<file path="src/rtl/flash_cmd_decoder.sv">
module flash_cmd_decoder #(
  parameter int ADDR_W   = 18,
  parameter int DATA_W   = 16,
  parameter int CMP_W    = 15,
  parameter int SECT_LSB = 11,
  parameter int BLK_LSB  = 15,
  parameter logic [CMP_W-1:0] KEY_A = 15'h5555,
  parameter logic [CMP_W-1:0] KEY_B = 15'h2AAA
) (
  input  logic              clk,
  input  logic              rst_n,
  input  logic              wr_valid,
  input  logic [ADDR_W-1:0] wr_addr,
  input  logic [DATA_W-1:0] wr_data,
  input  logic              busy,
  input  logic [ADDR_W-1:0] rd_addr,
  output logic              start,
  output logic [2:0]        op_kind,
  output logic [ADDR_W-1:0] op_addr,
  output logic [DATA_W-1:0] op_data,
  output logic [1:0]        read_mode,
  output logic [DATA_W-1:0] rd_data
);

  localparam logic [2:0] K_PROG = 3'd1, K_SECT = 3'd2, K_BLK = 3'd3, K_CHIP = 3'd4;
  localparam logic [1:0] M_ARR = 2'd0, M_ID = 2'd1, M_QRY = 2'd2;
  localparam logic [DATA_W-1:0] MFR_CODE = 16'h00BF;
  localparam logic [DATA_W-1:0] DEV_CODE = 16'h272F;
  localparam logic [DATA_W-1:0] SIZE_LOG = DATA_W'(ADDR_W + 1);

  typedef enum logic [2:0] {
    S_IDLE, S_U1, S_U2, S_PROG, S_E1, S_E2, S_E3
  } seq_t;

  seq_t seq;
  logic [1:0] mode;
  logic [7:0] cmd;
  logic at_a, at_b, take, key1, key2;

  assign cmd  = wr_data[7:0];
  assign at_a = wr_addr[CMP_W-1:0] == KEY_A;
  assign at_b = wr_addr[CMP_W-1:0] == KEY_B;
  assign take = wr_valid && !busy;
  assign key1 = at_a && cmd == 8'hAA;
  assign key2 = at_b && cmd == 8'h55;
  assign read_mode = mode;

  always_ff @(posedge clk) begin
    if (!rst_n) begin
      seq     <= S_IDLE;
      mode    <= M_ARR;
      start   <= 1'b0;
      op_kind <= '0;
      op_addr <= '0;
      op_data <= '0;
    end else begin
      start <= 1'b0;
      if (take) begin
        seq <= S_IDLE;
        case (seq)
          S_IDLE: if (key1) seq <= S_U1; else mode <= M_ARR;
          S_U1:   if (key2) seq <= S_U2; else mode <= M_ARR;
          S_U2: begin
            mode <= M_ARR;
            if (at_a) begin
              case (cmd)
                8'hA0: seq <= S_PROG;
                8'h80: seq <= S_E1;
                8'h90: mode <= M_ID;
                8'h98: mode <= M_QRY;
                default: ;
              endcase
            end
          end
          S_PROG: begin
            start   <= 1'b1;
            op_kind <= K_PROG;
            op_addr <= wr_addr;
            op_data <= wr_data;
          end
          S_E1: if (key1) seq <= S_E2;
          S_E2: if (key2) seq <= S_E3;
          S_E3: begin
            if (cmd == 8'h30) begin
              start   <= 1'b1;
              op_kind <= K_SECT;
              op_addr <= {wr_addr[ADDR_W-1:SECT_LSB], {SECT_LSB{1'b0}}};
            end else if (cmd == 8'h50) begin
              start   <= 1'b1;
              op_kind <= K_BLK;
              op_addr <= {wr_addr[ADDR_W-1:BLK_LSB], {BLK_LSB{1'b0}}};
            end else if (cmd == 8'h10 && at_a) begin
              start   <= 1'b1;
              op_kind <= K_CHIP;
              op_addr <= '0;
            end
          end
          default: mode <= M_ARR;
        endcase
      end
    end
  end

  always_comb begin
    rd_data = '0;
    case (mode)
      M_ID:
        if (rd_addr[ADDR_W-1:1] == '0) rd_data = rd_addr[0] ? DEV_CODE : MFR_CODE;
      M_QRY:
        if (rd_addr[ADDR_W-1:8] == '0) begin
          case (rd_addr[7:0])
            8'h10: rd_data = 16'h0051;
            8'h11: rd_data = 16'h0052;
            8'h12: rd_data = 16'h0059;
            8'h27: rd_data = SIZE_LOG;
            default: rd_data = '0;
          endcase
        end
      default: rd_data = '0;
    endcase
  end


  start_pulse_chk: assert property (@(posedge clk) disable iff (!rst_n)
    start |=> !start);


  busy_ignore_chk: assert property (@(posedge clk) disable iff (!rst_n)
    (wr_valid && busy) |=> (!start && $stable(read_mode)));


  mode_hold_chk: assert property (@(posedge clk) disable iff (!rst_n)
    !wr_valid |=> $stable(read_mode));


  sect_align_chk: assert property (@(posedge clk) disable iff (!rst_n)
    (start && op_kind == K_SECT) |-> op_addr[SECT_LSB-1:0] == '0);


  blk_align_chk: assert property (@(posedge clk) disable iff (!rst_n)
    (start && op_kind == K_BLK) |-> op_addr[BLK_LSB-1:0] == '0);


  exit_chk: assert property (@(posedge clk) disable iff (!rst_n)
    (take && seq == S_IDLE && cmd == 8'hF0) |=> read_mode == M_ARR);

endmodule

</file>
<file path="config.mk">
export PLATFORM = sky130hd
export DESIGN_NAME = flash_cmd_decoder
export DESIGN_NICKNAME = d
export VERILOG_FILES = /design/src/rtl/flash_cmd_decoder.sv
export SDC_FILE = /design/constraint.sdc
export NUM_CORES = 1
export LEC_CHECK = 0
export BUFFER_PORTS_ARGS = -buffer_cell sky130_fd_sc_hd__buf_2
export CAP_MARGIN = 20
export CORE_MARGIN = 1.5
export CORE_UTILIZATION = 40
export CTS_BUF_LIST = sky130_fd_sc_hd__clkbuf_4 sky130_fd_sc_hd__clkbuf_8
export DETAILED_ROUTE_END_ITERATION = 16
export PLACE_DENSITY = 0.73
export SLEW_MARGIN = 20
export SYNTH_ARGS = -nofsm -noshare
export SYNTH_HDL_FRONTEND = slang
export SYNTH_SLANG_ARGS = --single-unit
export TNS_END_PERCENT = 30
</file>
<file path="constraint.sdc">
create_clock -name clk -period 4 [get_ports clk]
set_input_delay 0.2 -clock clk [delete_from_list [all_inputs] [get_ports clk]]
set_output_delay 0.2 -clock clk [all_outputs]
set_load 0.1 [all_outputs]
</file>
==> results, run 1 <==
- The number of placement rows is 27.
- In this run the tightest slew margin relative to its limit is 57.5%.
- The final estimated routing congestion in global placement is 0.886.
- The classification of the worst setup path is reg -> out.
- In this run, the number of DRC markers left after iteration 0 of detailed routing was 111.
- The hold violation total from the final report is 0.
- The effective utilization at floorplan is 41.6%.
- The number of filler instances in the final layout is 554.
- Entering global routing, the biggest net connects 38 pins.
- For this run, asynchronously set or reset flops after synthesis account for 0%.
- The data arrival at the endpoint of the critical path is 2.21 ns.
- The detailed-route vias per instance is 5.20.
- The top flip-flop cell by instance count after synthesis is sky130_fd_sc_hd__dfxtp_1.
- The number of warnings printed during yosys synthesis is 0.
- The post-route setup TNS is 0 ns.
- The H-tree depth is 2.
- The slew at the pin closest to its max-slew limit is 0.638 ns.
- For this design the ratio of total power to cell area is 281 nW/um^2.
- The number of enable-type register cells in the synthesized netlist is 0.
- The peak fanout along the critical path is 6.
- The setup-violating endpoint count in the final report is 0.
- The number of buffers added to fix hold violations after cts is 0.
- The clock passes through at most 2 buffers.
- A synthesized cell averages 7.93 um^2.
- The net count of the finished layout is 442.
- From synthesis to final layout, the design area changed by 27.1%.
- The total DRC errors in the routed layout is 0.
- The total number of vias is 2375.
- The number of maximum-capacitance violations is 0.
- The minimum clock period after layout is 2.41 ns.
- The depth of the worst register-to-register path is 5.
- The x dimension of the die is 78.9 um.
- The number of antenna diodes in the final layout is 0.
- The number of global-route vias before repair is 2035.
- Across the routed clock network, the largest skew measured is 0.00568 ns.
- Post-CTS repair changed the size of 0 cells.
- After detailed routing, the average wire length per cell comes to 12.9 um.
- Clock tree synthesis found a total of 43 sinks.
- After clock tree synthesis, the clock-pin slew on the worst setup and hold paths is 0.08 ns.
- The worst hold path was traced through 3 stages.
- The total power is 0.824 mW.
- In the synthesized netlist, the number of instances is 291.
- Yosys mapped the design onto 50 distinct sky130hd cell types.
- The worst hold slack across all endpoints is 0.133 ns.
- At the later pin of the worst-skew pair, clock insertion delay measures 0.29 ns.
- Sorting the synthesized cells by how often they occur yields sky130_fd_sc_hd__nand2_1 (68), sky130_fd_sc_hd__dfxtp_1 (43), sky130_fd_sc_hd__a21oi_1 (21), sky130_fd_sc_hd__mux2i_1 (20), sky130_fd_sc_hd__nand3_1 (20).
- The tree is rooted in a sky130_fd_sc_hd__clkbuf_8.
- The floorplan step defined a core boundary enclosing 5540 um^2.
- Of the post-synthesis cell area, the dominant cell type holds 37.3%.
- After legalization and detailed placement, the total HPWL measured 4.36 mm.
- The leakage component of the power is 1.46 nW.
- The peak supply drop is 194 uV.
- The kind of start point of the critical path is a register.
- Wires add up to 5.89 mm.
- The number of max-slew violations in the final report was 0.
- The die covers 6230 um^2.
- The first global-routing pass estimated 9.43 mm of wire.
- The total CTS buffers is 5.
- The post-synthesis mux area share is 8.68%.
- Setup repair after global routing left no endpoint under its margin.
- The most repeated cell in the gate-level netlist after synthesis is sky130_fd_sc_hd__nand2_1.
- The total overflow left after global routing is 0.
- The post-synthesis instance area is 2310 um^2.
- The simple logic cell fraction of the synthesized area is 33.9%.
- The sequential fraction of the synthesis area is 37.3%.
- Of the total synthesized cell area, the portion taken by XOR and XNOR cells is 0.380%.
- In this run the count of I/O pins placed on the die edge is 112.
- The final period utilization is 60.2%.
- The share of the synthesized area in compound gates (AO/OA/AOI/OAI) is 11.1%.
- STA puts the critical path data required time at 3.80 ns.
- The CTS tree is yes.
- Sorting the synthesized cells by area gives the leading types as sky130_fd_sc_hd__dfxtp_1 (37%), sky130_fd_sc_hd__nand2_1 (11%), sky130_fd_sc_hd__mux2i_1 (8.7%), sky130_fd_sc_hd__a21oi_1 (4.6%), sky130_fd_sc_hd__nand3_1 (4.3%).
- The worst setup path is captured at a primary output.
- After clock tree synthesis, the setup repair step added 0 buffers.
- The initial antenna violation count is 0.
- The floorplan step set the die height to 78.9 um.
- The peak clock frequency supported by timing is 0.415 GHz.
- The run finished with clean final reports.
- The first detailed-routing pass ran for 4 iterations.
- After synthesis, the largest family of logic cells by area is simple AND/OR/NAND/NOR gates.
- The min-delay analysis places its worst path in the category in -> reg.
- Cells with a size suffix above 1 make up 32.7% of the layout.
- Summed over all instances, the cell type with the most area after synthesis is sky130_fd_sc_hd__dfxtp_1.
- The number of synthesized register bits is 43.
- The count of buffers inserted at the top-level ports is 107.
- The detail route stage leaves a number of antenna-violating nets equal to 0.
- Summing the areas of all fa, ha and maj instances in the mapped netlist gives 1.08% of the synthesized area.
- The total global routing track utilization is 18.7%.
==> where the power goes <==
part	internal, mW	switching (mW)	leakage, nW
logic	0.0314	0.0570	1.07
clock network	0.157	0.151	0.0505
registers	0.428	0.00000000177	0.346
==> layout make-up <==
type | instances | area (um^2) | share of cell area, %
multi-input combinational | 218 | 1310 | 44.5
sequential | 43 | 861 | 29.4
timing repair buffer | 108 | 543 | 18.5
clock buffer | 7 | 96.3 | 3.28
tap | 72 | 90.1 | 3.07
inverter | 8 | 30.0 | 1.02
clock inverter | 1 | 7.51 | 0.256
==> final timing paths <==
| check | start | end | slack (ns) |
|---|---|---|---|
| worst max register to register | seq[0] | op_kind[1] | 2.05 |
| worst max-delay path | read_mode[0] | rd_data[4] | 1.59 |
| worst min-delay path | wr_data[10] | op_data[10] | 0.13 |
| worst min register to register | op_data[6] | op_data[6] | 0.45 |
==> cell usage in the layout (no fill, tap or decap), types with 2 or more instances in the layout <==
cell type / n
sky130_fd_sc_hd__nand4b_1: 2
sky130_fd_sc_hd__conb_1: 4
sky130_fd_sc_hd__mux2i_1: 20
sky130_fd_sc_hd__inv_1: 7
sky130_fd_sc_hd__nor3_1: 5
sky130_fd_sc_hd__nor2b_1: 3
sky130_fd_sc_hd__nand4_1: 4
sky130_fd_sc_hd__dfxtp_1: 43
sky130_fd_sc_hd__nand3b_1: 3
sky130_fd_sc_hd__ha_1: 2
sky130_fd_sc_hd__nor2_1: 13
sky130_fd_sc_hd__nand2b_1: 2
sky130_fd_sc_hd__clkbuf_8: 7
sky130_fd_sc_hd__o21ai_0: 2
sky130_fd_sc_hd__and3_1: 2
sky130_fd_sc_hd__nor4b_1: 3
sky130_fd_sc_hd__buf_2: 107
sky130_fd_sc_hd__nand3_1: 20
sky130_fd_sc_hd__nand2_1: 68
sky130_fd_sc_hd__a21o_1: 2
sky130_fd_sc_hd__nor4_1: 5
sky130_fd_sc_hd__a21oi_1: 21
sky130_fd_sc_hd__nor4bb_1: 5
sky130_fd_sc_hd__o21ai_1: 6
==> flip-flops by register name, indices dropped and copies added, names as in the netlist <==
name       count
seq            3
op_kind        3
op_addr       18
start          1
read_mode      2
op_data       16
==> critical path, cell delays in order, from the launching register on <==
cell	delay (ns)
sky130_fd_sc_hd__dfxtp_1	0.38
sky130_fd_sc_hd__inv_1	0.06
sky130_fd_sc_hd__ha_1	0.30
sky130_fd_sc_hd__nor2_1	0.10
sky130_fd_sc_hd__nand4_1	0.17
sky130_fd_sc_hd__nor2_2	0.26
sky130_fd_sc_hd__a21oi_1	0.07
sky130_fd_sc_hd__o21ai_1	0.13
sky130_fd_sc_hd__buf_2	0.44
==> metal layers <==
layer / share of wire (%) / global-route usage (%) / vias to the layer above
met2: 46 / 30.3 / 99
met4: 0.59 / 4.21 / 0
met5: 0 / 0 / -
met3: 8.5 / 4.48 / 4
li1: - / - / 1199
met1: 45 / 25.3 / 1073
==> cell families (layout without fill, tap and decap cells) <==
kind of cell	count (synthesis)	in the layout
buffers and inverters	33	124
xor gates and xnor gates	1	1
adders and majority gates	2	2
other	1	4
and+or+nand+nor	150	150
muxes	20	20
AOI/OAI and AO/OA	41	41
DFF	43	43
==> metrics by stage <==
stage	utilization (%)	setup slack, ns	instances	instance area (um^2)
after CTS	52.9	1.58	457	2930
after global placement	51.1	1.76	449	2830
final	52.9	1.59	457	2930
after floorplan	-	-0.255	294	2330
after detailed placement	51.1	1.72	449	2830
after global routing	52.9	1.48	457	2930
Power figures use the tool's default switching activity.
==> inputs of run 2 (changes only) <==
--- a/config.mk
+++ b/config.mk
@@ -11,7 +11,7 @@
 export CORE_UTILIZATION = 40
 export CTS_BUF_LIST = sky130_fd_sc_hd__clkbuf_4 sky130_fd_sc_hd__clkbuf_8
 export DETAILED_ROUTE_END_ITERATION = 16
-export PLACE_DENSITY = 0.73
+export PLACE_DENSITY = 0.76
 export SLEW_MARGIN = 20
 export SYNTH_ARGS = -nofsm -noshare
 export SYNTH_HDL_FRONTEND = slang
==> constraint.sdc (replaced) <==
create_clock -name clk -period 2.15 [get_ports clk]
set_input_delay 0.1075 -clock clk [delete_from_list [all_inputs] [get_ports clk]]
set_output_delay 0.1075 -clock clk [all_outputs]
set_load 0.1 [all_outputs]
==> run 2 against run 1 <==
First-iteration DRC count up 17%. Routed wire length up 7.3%. Clock skew up 0.0043 ns. Combinational power rose by 95%. Register-to-register slack worse by 1.5 ns. Sequential power up 85%. Cell count rose by 1.3%. Clock power increased by 100%. Global-route usage up 1.6 points.
==> results, run 2 (same netlist as run 1, synthesis figures left out) <==
- The first-pass GRT wire length is 10.1 mm (+7.6%).
- The worst hold slack across all endpoints is 0.0309 ns (-0.102 ns).
- The worst register-to-register path ends at op_addr[13].
- The peak supply drop is 339 uV (+75%).
- The number of cells in the design after placement was 456 (+1.6%).
- Among all stages on the critical path, the largest delay is contributed by sky130_fd_sc_hd__buf_2.
- The violation count after the first detailed-route iteration is 130 (+17%).
- The buffers plus inverters on the worst setup path is 2 (unchanged).
- The number of placement rows came to 27 (unchanged).
- The worst setup skew after layout was 0.00996 ns (+0.00428 ns).
- The clock sink count is 43 (unchanged).
- The die span in y is 78.9 um (unchanged).
- The number of maximum-capacitance violations is 0 (unchanged).
- The largest net degree at the start of global routing is 26 (-32%).
- The peak fanout along the critical path is 6 (unchanged).
- The multi-input combinational cell area is 1360 um^2 (+4.0%).
- The data arrival at the endpoint of the critical path is 1.99 ns (-0.22 ns).
- The setup-violating endpoint count in the final report came to 0 (unchanged).
- The startpoint identified for the worst register-to-register timing path is seq[2].
- The number of filler instances in the final layout is 535 (-3.4%).
- The final instance area is 3090 um^2 (+5.4%).
- The total iterations of the first detailed-routing run is 4 (unchanged).
- The detailed-route wire length is 6.32 mm (+7.3%).
- The detailed-route vias per instance is 5.24 (+0.74%).
- The maximum single-stage delay on the critical path is 0.46 ns (+0.02 ns).
- The initial antenna violation count is 0 (unchanged).
- The combined flip-flop and latch cell area came to 868 um^2 (+0.87%).
- The average routed wire per standard cell was 13.6 um (+5.9%).
- The final period utilization is 97.4%.
- The power per cell area was 514 nW/um^2 (+83%).
- The total grt overflow is 0 (unchanged).
- The classification of the worst setup path is reg -> out.
- The signal on the critical path passes through inv_2 > ha_4 > nor2_1 > nand4_1 > nor2_4 > buf_2.
- The type of the tightest min-delay check is in -> reg.
- The kind of start point of the critical path is a register.
- The hold violation total from the final report is 0 (unchanged).
- The detailed placement HPWL is 4.81 mm (+10%).
- The depth of the worst register-to-register path is 5 (unchanged).
- The total global routing track utilization is 20.4% (+1.6 points).
- The H-tree depth is 2 (unchanged).
- The total placed instance area is 2970 um^2 (+5.0%).
- The number of max-slew violations in the final report is 0 (unchanged).
- Setup repair after global routing could not meet its margin everywhere.
- The library cell used most frequently in the layout, excluding fill and tap cells, is sky130_fd_sc_hd__buf_2.
- The required time of the worst setup path is 2.04 ns (-1.76 ns).
- The total die area is 6230 um^2 (unchanged).
- The latest clock arrival within the worst-skew pair was 0.30 ns (about the same).
- The effective utilization at floorplan came to 41.6% (unchanged).
- The diode insertion count for antenna repair was 0 (unchanged).
- The net count reported at finish came to 449 (+1.6%).
- The area of the core region is 5540 um^2 (unchanged).
- The number of global-route vias before repair is 2237 (+9.9%).
- The total CTS buffers is 5 (unchanged).
- The slew at the pin closest to its max-slew limit is 0.509 ns (-0.129 ns).
- The clock slew seen by the registers of the worst setup and hold paths is 0.08 ns (about the same).
- The leakage component of the power is 1.52 nW (+3.7%).
- The cell family contributing the most delay on the critical path is simple AND/OR/NAND/NOR gates.
- Leaving out fill and tap cells, the most frequent cells in the layout are sky130_fd_sc_hd__buf_2 (101), sky130_fd_sc_hd__nand2_1 (68), sky130_fd_sc_hd__dfxtp_1 (41).
- The number of cells in the finished layout apart from fillers is 463 (+1.3%).
- The number of flip-flops under the largest register name came to 18 (unchanged).
- The largest registers in the layout are op_addr: 18 flops, op_data: 16 flops.
- The total number of vias was 2424 (+2.1%).
- The sort of element at the end of the critical path is a primary output.
- The total power is 1.59 mW (+93%).
- The number of buffers added to fix hold violations after cts is 0 (unchanged).
- The worst path in the final design needs a cycle of 2.09 ns, including I/O delays and setup.
- The post-route setup TNS is 0 ns (unchanged).
- The register-to-register path setup slack was 0.50 ns (-1.55 ns).
- The run finished with clean final reports.
- The top-level port count was 112 (unchanged).
- The count of nets left with antenna violations after detail routing is 0 (unchanged).
- The library cell used as clock root buffer is sky130_fd_sc_hd__clkbuf_8.
- The start point of the worst min-delay path is wr_data[12].
- The peak clock frequency supported by timing is 0.478 GHz.
- The total DRC errors in the routed layout is 0 (unchanged).
- The fraction of final layout cells sized beyond drive strength 1 is 36.6% (+3.8 points).
- For hold timing, the worst endpoint is op_data[12].
- The worst relative slew slack is 66.0% (+8.5 points).
- The instance count on the critical path was 6 (-2).
- The x dimension of the die is 78.9 um (unchanged).
- The maximum buffer depth of the clock tree is 2 (unchanged).
- Counting flops per register, the top entry is op_addr.
- The area growth from synthesis to final layout is 34.0%.
- The CTS tree is yes.
- The count of buffers inserted at the top-level ports is 107 (unchanged).
- The final estimated routing congestion in global placement is 0.897 (+1.2%).
- The count of cells along the worst hold path is 3 (unchanged).
run 2: changes by cell type in the layout (fill, tap and decap cells not counted), sizes merged:
cell      before  now
buf          108  113
bufinv         0    1
clkbuf         7    8
clkinvlp       1    0
run 2: worst reg2reg max path: stages (launching register included):
cell                      delay (ns)
sky130_fd_sc_hd__dfxtp_1        0.40
sky130_fd_sc_hd__nor2b_1        0.43
sky130_fd_sc_hd__o211a_1        0.28
sky130_fd_sc_hd__o31ai_4        0.11
sky130_fd_sc_hd__buf_12         0.20
sky130_fd_sc_hd__mux2i_1        0.13
run 2: area by class of cell:
| class | instances | share of cell area [%] |
|---|---|---|
| inverter | 8 | 0.971 |
| clock inverter | 1 | 0.971 |
| timing repair buffer | 115 | 20.7 |
| tap | 72 | 2.91 |
| sequential | 43 | 28.1 |
| clock buffer | 6 | 2.47 |
| multi-input combinational | 218 | 43.9 |
run 2: metrics by stage:
step / utilization [%] / worst slack (ns)
floorplan: - / -0.401
global placement: 53.6 / 0.192
detailed placement: 53.6 / 0.143
CTS: 55.6 / 0.0395
global route: 55.8 / -0.0495
finish: 55.8 / 0.0568
run 2: repair_timing:
action	in CTS	in global routing
buffers inserted	0	0
gates resized for setup	3	3
setup endpoints to repair	3	8
run 2: worst max-delay path by stage:
stage	from	endpoint
detailed placement	wr_data[0]	op_addr[12]
floorplan	read_mode[0]	rd_data[4]
finish	read_mode[0]	rd_data[2]
global route	read_mode[0]	rd_data[2]
CTS	read_mode[0]	rd_data[5]
global placement	wr_data[0]	op_addr[5]
run 2: per-layer routing:
metal	routed length, um	global-route usage (%)	vias up	part of all wire [%]
met5	0	0	-	0
met4	57	5.26	0	0.90
met3	448	3.79	5	7.1
met2	2920	33.5	88	46
met1	2890	27.5	1118	46
li1	-	-	1213	-
run 2: where the power goes:
| group | internal [mW] | leakage (nW) | switching [mW] |
|---|---|---|---|
| sequential | 0.793 | 0.348 | 0.000000000851 |
| combinational | 0.0609 | 1.12 | 0.111 |
| clock | 0.353 | 0.0547 | 0.270 |
| total | 1.21 | 1.52 | 0.381 |
